### config.mk
export PLATFORM = sky130hd
export DESIGN_NAME = adc_result_regs
export DESIGN_NICKNAME = d
export VERILOG_FILES = /design/src/rtl/adc_res_pkg.sv /design/src/rtl/adc_res_hold.sv /design/src/rtl/adc_res_align.sv /design/src/rtl/adc_res_flag.sv /design/src/rtl/adc_result_regs.sv
export SDC_FILE = /design/constraint.sdc
export NUM_CORES = 1
export LEC_CHECK = 0
export BUFFER_PORTS_ARGS = -buffer_cell sky130_fd_sc_hd__buf_4
export CORE_UTILIZATION = 48
export DETAILED_ROUTE_END_ITERATION = 8
export PLACE_DENSITY = 0.82
export SLEW_MARGIN = 20
export SYNTH_ARGS = -nofsm -noshare
export SYNTH_HDL_FRONTEND = slang
export SYNTH_HIERARCHICAL = 1
export SYNTH_SLANG_ARGS = --single-unit
### constraint.sdc
create_clock -name clk -period 1.9 [get_ports clk]
set_clock_uncertainty 0.1 [all_clocks]
set_input_delay 0.38 -clock clk [delete_from_list [all_inputs] [get_ports clk]]
set_output_delay 0.38 -clock clk [all_outputs]
set_load 0.01 [all_outputs]
### src/rtl/adc_res_pkg.sv
package adc_res_pkg;
    localparam int ADC_RES_W  = 10;
    localparam int ADC_BYTE_W = 8;

    typedef struct packed {
        logic [ADC_RES_W-1:0] held;
        logic                 locked;
    } hold_state_t;
endpackage

### src/rtl/adc_res_hold.sv
module adc_res_hold
    import adc_res_pkg::*;
(
    input  logic                 clk,
    input  logic                 rst_n,
    input  logic [ADC_RES_W-1:0] res_i,
    input  logic                 done_i,
    input  logic                 rd_lo_i,
    input  logic                 rd_hi_i,
    output logic [ADC_RES_W-1:0] held_o
);
    hold_state_t st_d, st_q;

    always_comb begin
        st_d = st_q;
        if (done_i && !st_q.locked) st_d.held = res_i;
        if (rd_hi_i)      st_d.locked = 1'b0;
        else if (rd_lo_i) st_d.locked = 1'b1;
    end

    always_ff @(posedge clk or negedge rst_n) begin
        if (!rst_n) st_q <= '0;
        else        st_q <= st_d;
    end

    assign held_o = st_q.held;


    lock_freeze_chk: assert property (@(posedge clk) disable iff (!rst_n)
        st_q.locked |=> $stable(held_o));

    lock_take_chk: assert property (@(posedge clk) disable iff (!rst_n)
        (rd_lo_i && !rd_hi_i) |=> st_q.locked);

    lock_release_chk: assert property (@(posedge clk) disable iff (!rst_n)
        rd_hi_i |=> !st_q.locked);

    capture_chk: assert property (@(posedge clk) disable iff (!rst_n)
        (done_i && !st_q.locked) |=> (held_o == $past(res_i)));
endmodule

### src/rtl/adc_res_align.sv
module adc_res_align
    import adc_res_pkg::*;
#(
    parameter int RES_W  = ADC_RES_W,
    parameter int BYTE_W = ADC_BYTE_W
) (
    input  logic [RES_W-1:0]  held_i,
    input  logic              left_i,
    output logic [BYTE_W-1:0] lo_o,
    output logic [BYTE_W-1:0] hi_o
);
    localparam int PAIR_W = 2 * BYTE_W;
    localparam int PAD_W  = PAIR_W - RES_W;

    logic [PAIR_W-1:0] pair_right, pair_left, pair_sel;

    always_comb begin
        pair_right = {{PAD_W{1'b0}}, held_i};
        pair_left  = {held_i, {PAD_W{1'b0}}};
        pair_sel   = left_i ? pair_left : pair_right;
        lo_o       = pair_sel[BYTE_W-1:0];
        hi_o       = pair_sel[PAIR_W-1:BYTE_W];
    end
endmodule

### src/rtl/adc_res_flag.sv
module adc_res_flag (
    input  logic clk,
    input  logic rst_n,
    input  logic set_i,
    input  logic clr_i,
    output logic flag_o
);
    logic flag_d, flag_q;

    always_comb begin
        flag_d = flag_q;
        if (clr_i) flag_d = 1'b0;
        if (set_i) flag_d = 1'b1;
    end

    always_ff @(posedge clk or negedge rst_n) begin
        if (!rst_n) flag_q <= 1'b0;
        else        flag_q <= flag_d;
    end

    assign flag_o = flag_q;


    flag_rise_chk: assert property (@(posedge clk) disable iff (!rst_n)
        set_i |=> flag_o);

    flag_drop_chk: assert property (@(posedge clk) disable iff (!rst_n)
        (clr_i && !set_i) |=> !flag_o);
endmodule

### src/rtl/adc_result_regs.sv
module adc_result_regs
    import adc_res_pkg::*;
(
    input  logic                  clk,
    input  logic                  rst_n,
    input  logic [ADC_RES_W-1:0]  res_i,
    input  logic                  done_i,
    input  logic                  align_left_i,
    input  logic                  rd_lo_i,
    input  logic                  rd_hi_i,
    input  logic                  flag_clr_i,
    output logic [ADC_BYTE_W-1:0] data_lo_o,
    output logic [ADC_BYTE_W-1:0] data_hi_o,
    output logic                  done_flag_o
);
    localparam int PAD_W = 2 * ADC_BYTE_W - ADC_RES_W;

    logic [ADC_RES_W-1:0] held;

    adc_res_hold u_hold (
        .clk     (clk),
        .rst_n   (rst_n),
        .res_i   (res_i),
        .done_i  (done_i),
        .rd_lo_i (rd_lo_i),
        .rd_hi_i (rd_hi_i),
        .held_o  (held)
    );

    adc_res_align #(.RES_W(ADC_RES_W), .BYTE_W(ADC_BYTE_W)) u_align (
        .held_i (held),
        .left_i (align_left_i),
        .lo_o   (data_lo_o),
        .hi_o   (data_hi_o)
    );

    adc_res_flag u_flag (
        .clk    (clk),
        .rst_n  (rst_n),
        .set_i  (done_i),
        .clr_i  (flag_clr_i),
        .flag_o (done_flag_o)
    );


    right_pad_chk: assert property (@(posedge clk) disable iff (!rst_n)
        !align_left_i |-> (data_hi_o[ADC_BYTE_W-1:ADC_BYTE_W-PAD_W] == '0));

    left_pad_chk: assert property (@(posedge clk) disable iff (!rst_n)
        align_left_i |-> (data_lo_o[PAD_W-1:0] == '0));
endmodule

* Word-level counts from Yosys, hierarchy flattened
Cells that the tools add are included.
** Storage, ports and cells
- Bits in registers :: 12
- Output and inout port bits :: 17
** Cells by class
- Mux-type cells :: 5
- Reductions and logical operators :: 4
** Operators by type and width (number)
- 2-to-1 mux 16 bit :: 1
- 2-to-1 mux 1 bit :: 4
- nonzero test 2 bit :: 2
- logical AND 1 bit :: 1
- zero test 1 bit :: 1

* Depth between registers and ports, before layout
- Word-level depth :: 2
- Gate-level depth with buffers :: 3
- Depth with buffers taken out :: 2

* Cells and area by module
The synthesis kept the hierarchy.
** By module, submodules not included
- adc_res_hold :: instances 1, cells an instance 35, area an instance 525.5 µm², seq. area each 275.3 µm²
- adc_res_align :: instances 1, cells an instance 18, area an instance 157.7 µm², seq. area each 0.0 µm²
- adc_res_flag :: instances 1, cells an instance 3, area an instance 36.3 µm², seq. area each 25.0 µm²

* Worst setup path after synthesis
Ideal clock, no wire load.
- Path kind :: in2out
- Start point :: in align_left_i
- End point :: out data_lo_o[2]
- Arrival time :: 0.807 ns
- Path slack :: 0.613 ns
- Cell stages on the path :: 3
- Buffers on the path :: 2
- Path through :: buf_6 buf_6 nor2b_1
** On the way
- Cells in the longest elaborated chain, start to end :: 1
** RTL lines
- start, declared :: line adc_result_regs.sv:8 : input logic align_left_i,
- 2-to-1 mux 16 bit :: line adc_res_align.sv:20 : pair_sel = left_i ? pair_left : pair_right;
- end, declared :: line adc_result_regs.sv:12 : output logic [ADC_BYTE_W-1:0] data_lo_o,
Every way passes these cells.

* Worst setup path in the final report
- Start point :: reg u_hold.st_q (netlist bit u_hold/held_o[8])
- End point :: out data_hi_o[0]
** On the way
- Cells in the longest elaborated chain, start to end :: 1
** RTL lines
- start, declared :: line adc_res_hold.sv:12 : hold_state_t st_d, st_q;
- start signal, assigned :: line adc_res_hold.sv:23 : else st_q <= st_d;
- 2-to-1 mux 16 bit :: line adc_res_align.sv:20
- end, declared :: line adc_result_regs.sv:13 : output logic [ADC_BYTE_W-1:0] data_hi_o,
Every way passes these cells.

==> flow_summary.toml <==
[outcome]
status = "finished clean"

[synthesis]
syn_avg_cell_area_um2 = 12.8
yosysTopAreaCell = "dfrtp_1"
yosys-top-cells-count = "mux2_4, dfrtp_1, buf_4"
synth-main-ff-cell = "dfrtp_1"
netlist_top_cells_area = "dfrtp_1, mux2_4, buf_4, nor2b_1, and2_1"
synth_area_um2 = 719
synth_most_common_cell = "mux2_4"
ys_seq_area_share_pct = 41.7
syn_inst = 56
synth_top_area_share_pct = 41.7
synth_cell_types = 9
ys_ff_latch = 12
ys_async_sr_fraction_pct = 100
synth-edff-count = 0
synth_fp_nets = 73
yosysWarnings = 6

[layout]
instances_no_fill = 97
final_util_pct = 69.0
drive_gt1_share_pct = 63.4
areaGrowthSynthToFinish_pct = 29.4
n_antenna_cell = 0
finalNetCount = 100

[pwr]
p_int_w = 0.000561
power_frac_comb_pct = 31.1
power_switching_w = 0.000189
seqPwrFrac_pct = 42.3
irDropWorstVdd_mv = 0.429
sw_frac_of_total_pct = 25.2
power_frac_clock_pct = 26.5
leakagePower_nw = 0.489
p_per_area_mw_per_mm2 = 806

[drt]
num_vias = 464
dr.pass1.iters = 4
routed_via_density = 4.78
ant_nets = 0
wirelength_um = 1230
post_drt_wl_per_cell_um = 12.7
drc_errors = 0
drtIter0Drc = 2

[placement]
place_inst = 92
gp_congestion = 0.591
post-dp-hpwl_um = 959
io_buffers = 33

[clock_tree]
postCtsSetupBuffers = 0
cts_max_level = 1
post_cts_resized = 0
clkSlewWorstSetupHoldPaths_ns = 0.07
clock_path_buffers = 2
cts_buffers = 3
cts_tree = "built"
holdBufCountCts = 1
cts_root_buffer = "clkbuf_4"
cts.sinks = 12
clock_latency_ns = 0.26

[worst_setup_path]
slowest_delay_ns = 0.41
r2r_slack_ns = 0.62
start_kind = "register"
required_ns = 1.42
crit_type = "register to output port"
crit_fanout = 3
critical_path.slowest_cell = "dfrtp_1"
arrival_ns = 1.11
end_kind = "output port"
path_buf_inv = 1
path_cells = "mux2_4 -> buf_4"
critPathTopFamily = "flip-flops"

[die]
boundaryPins = 34
rows = 13
die-area_mm2 = 0.00166
start_util_pct = 53.3
die_width_um = 40.7
die_h_um = 40.7
core_mm2 = 0.00135

[sta]
worst_pin_slew_ns = 0.186
slew_headroom_pct = 87.6
hold_viol_final = 0
slew_viol_final = 0
fin_crit_sh_pct = 83.5
min_period_ns = 1.59
setup_viol = 0
fmax_mhz = 630
tns_ns = 0
rsz0062_at_grt = "no"

[global_routing]
grt_pass1_wl_um = 1770
grt_pass1_vias = 422
track_usage_pct = 17.5
antenna_found_initial = 0
grt_max_degree = 17
overflow = 0

[job]
drv_cap = 0

[min_path]
hold_class = "input pin to register"
[power groups by stage]
stage                     registers [W]  clock network (W)  logic (W)
after global placement         0.000318                  0   0.000227
after floorplan                0.000309                  0   0.000183
after detailed placement       0.000322                  0   0.000233
final                          0.000318           0.000199   0.000233
after CTS                      0.000318           0.000207   0.000237
after global routing           0.000322           0.000222   0.000254
[layout by cell type (no fill, tap or decap)]
cell / synthesis / routed
a21o_1: 1 / 1
and2_1: 6 / 6
buf_4: 10 / 34
clkbuf_4: 0 / 3
clkbuf_8: 0 / 1
dfrtp_1: 12 / 12
dlygate4sd3_1: 0 / 1
inv_1: 1 / 1
mux2_4: 14 / 14
nor2_1: 2 / 2
nor2b_1: 7 / 7
[per-layer routing]
metal	up-vias	global-route usage (%)	wire [um]
met2	19	31.0	711
met4	0	7.50	0
met5	-	0	0
li1	223	-	-
met1	222	18.3	453
met3	0	6.52	65
[metrics by stage]
step                      power [W]  setup slack, ns  hold WS [ns]  instance area [um^2]
after floorplan            0.000492            0.613       -0.0156                   719
after global placement     0.000545            0.413         0.125                   885
after detailed placement   0.000555            0.393         0.127                   885
after CTS                  0.000762            0.307         0.141                   931
after global routing       0.000798            0.276         0.129                   931
final                      0.000750            0.313         0.152                   931
[worst register-to-register path, cell delays in order, from the launching register on]
cell and delay, ns:
dfrtp_1 0.38, nor2b_1 0.13, buf_4 0.24, mux2_4 0.32
[kinds of logic (layout without fill, tap and decap cells)]
group           Yosys count  after routing  share of synthesized area [%]
simple gates             15             15                           12.3
compound gates            1              1                           1.04
flops                    12             12                           41.7
mux                      14             14                           29.2
buf+inv                  14             40                           15.7
[flip-flops by register name, indices dropped and copies added (netlist names)]
register	count
u_hold/st_q	1
u_flag/flag_o	1
u_hold/held_o	10
[worst paths after layout]
kind | startpoint | end | cells after the start
setup / recovery | u_hold/held_o[8] | data_hi_o[0] | 2
hold / removal | rd_hi_i | u_hold/st_q[0] | 2
setup reg to reg | u_hold/st_q[0] | u_hold/held_o[9] | 3
hold reg to reg | u_flag/flag_o | u_flag/flag_o | 1
max in group asynchronous | rst_n | u_hold/st_q[0] | 2
min in group asynchronous | rst_n | u_flag/flag_o | 2
[area by class of cell]
class | count | area [um^2]
clock buffer | 4 | 36.3
fill | 102 | 419
inverter | 1 | 3.75
multi-input combinational | 30 | 307
sequential | 12 | 300
tap | 15 | 18.8
timing repair buffer | 35 | 265
(Power assumes the default switching activity.)
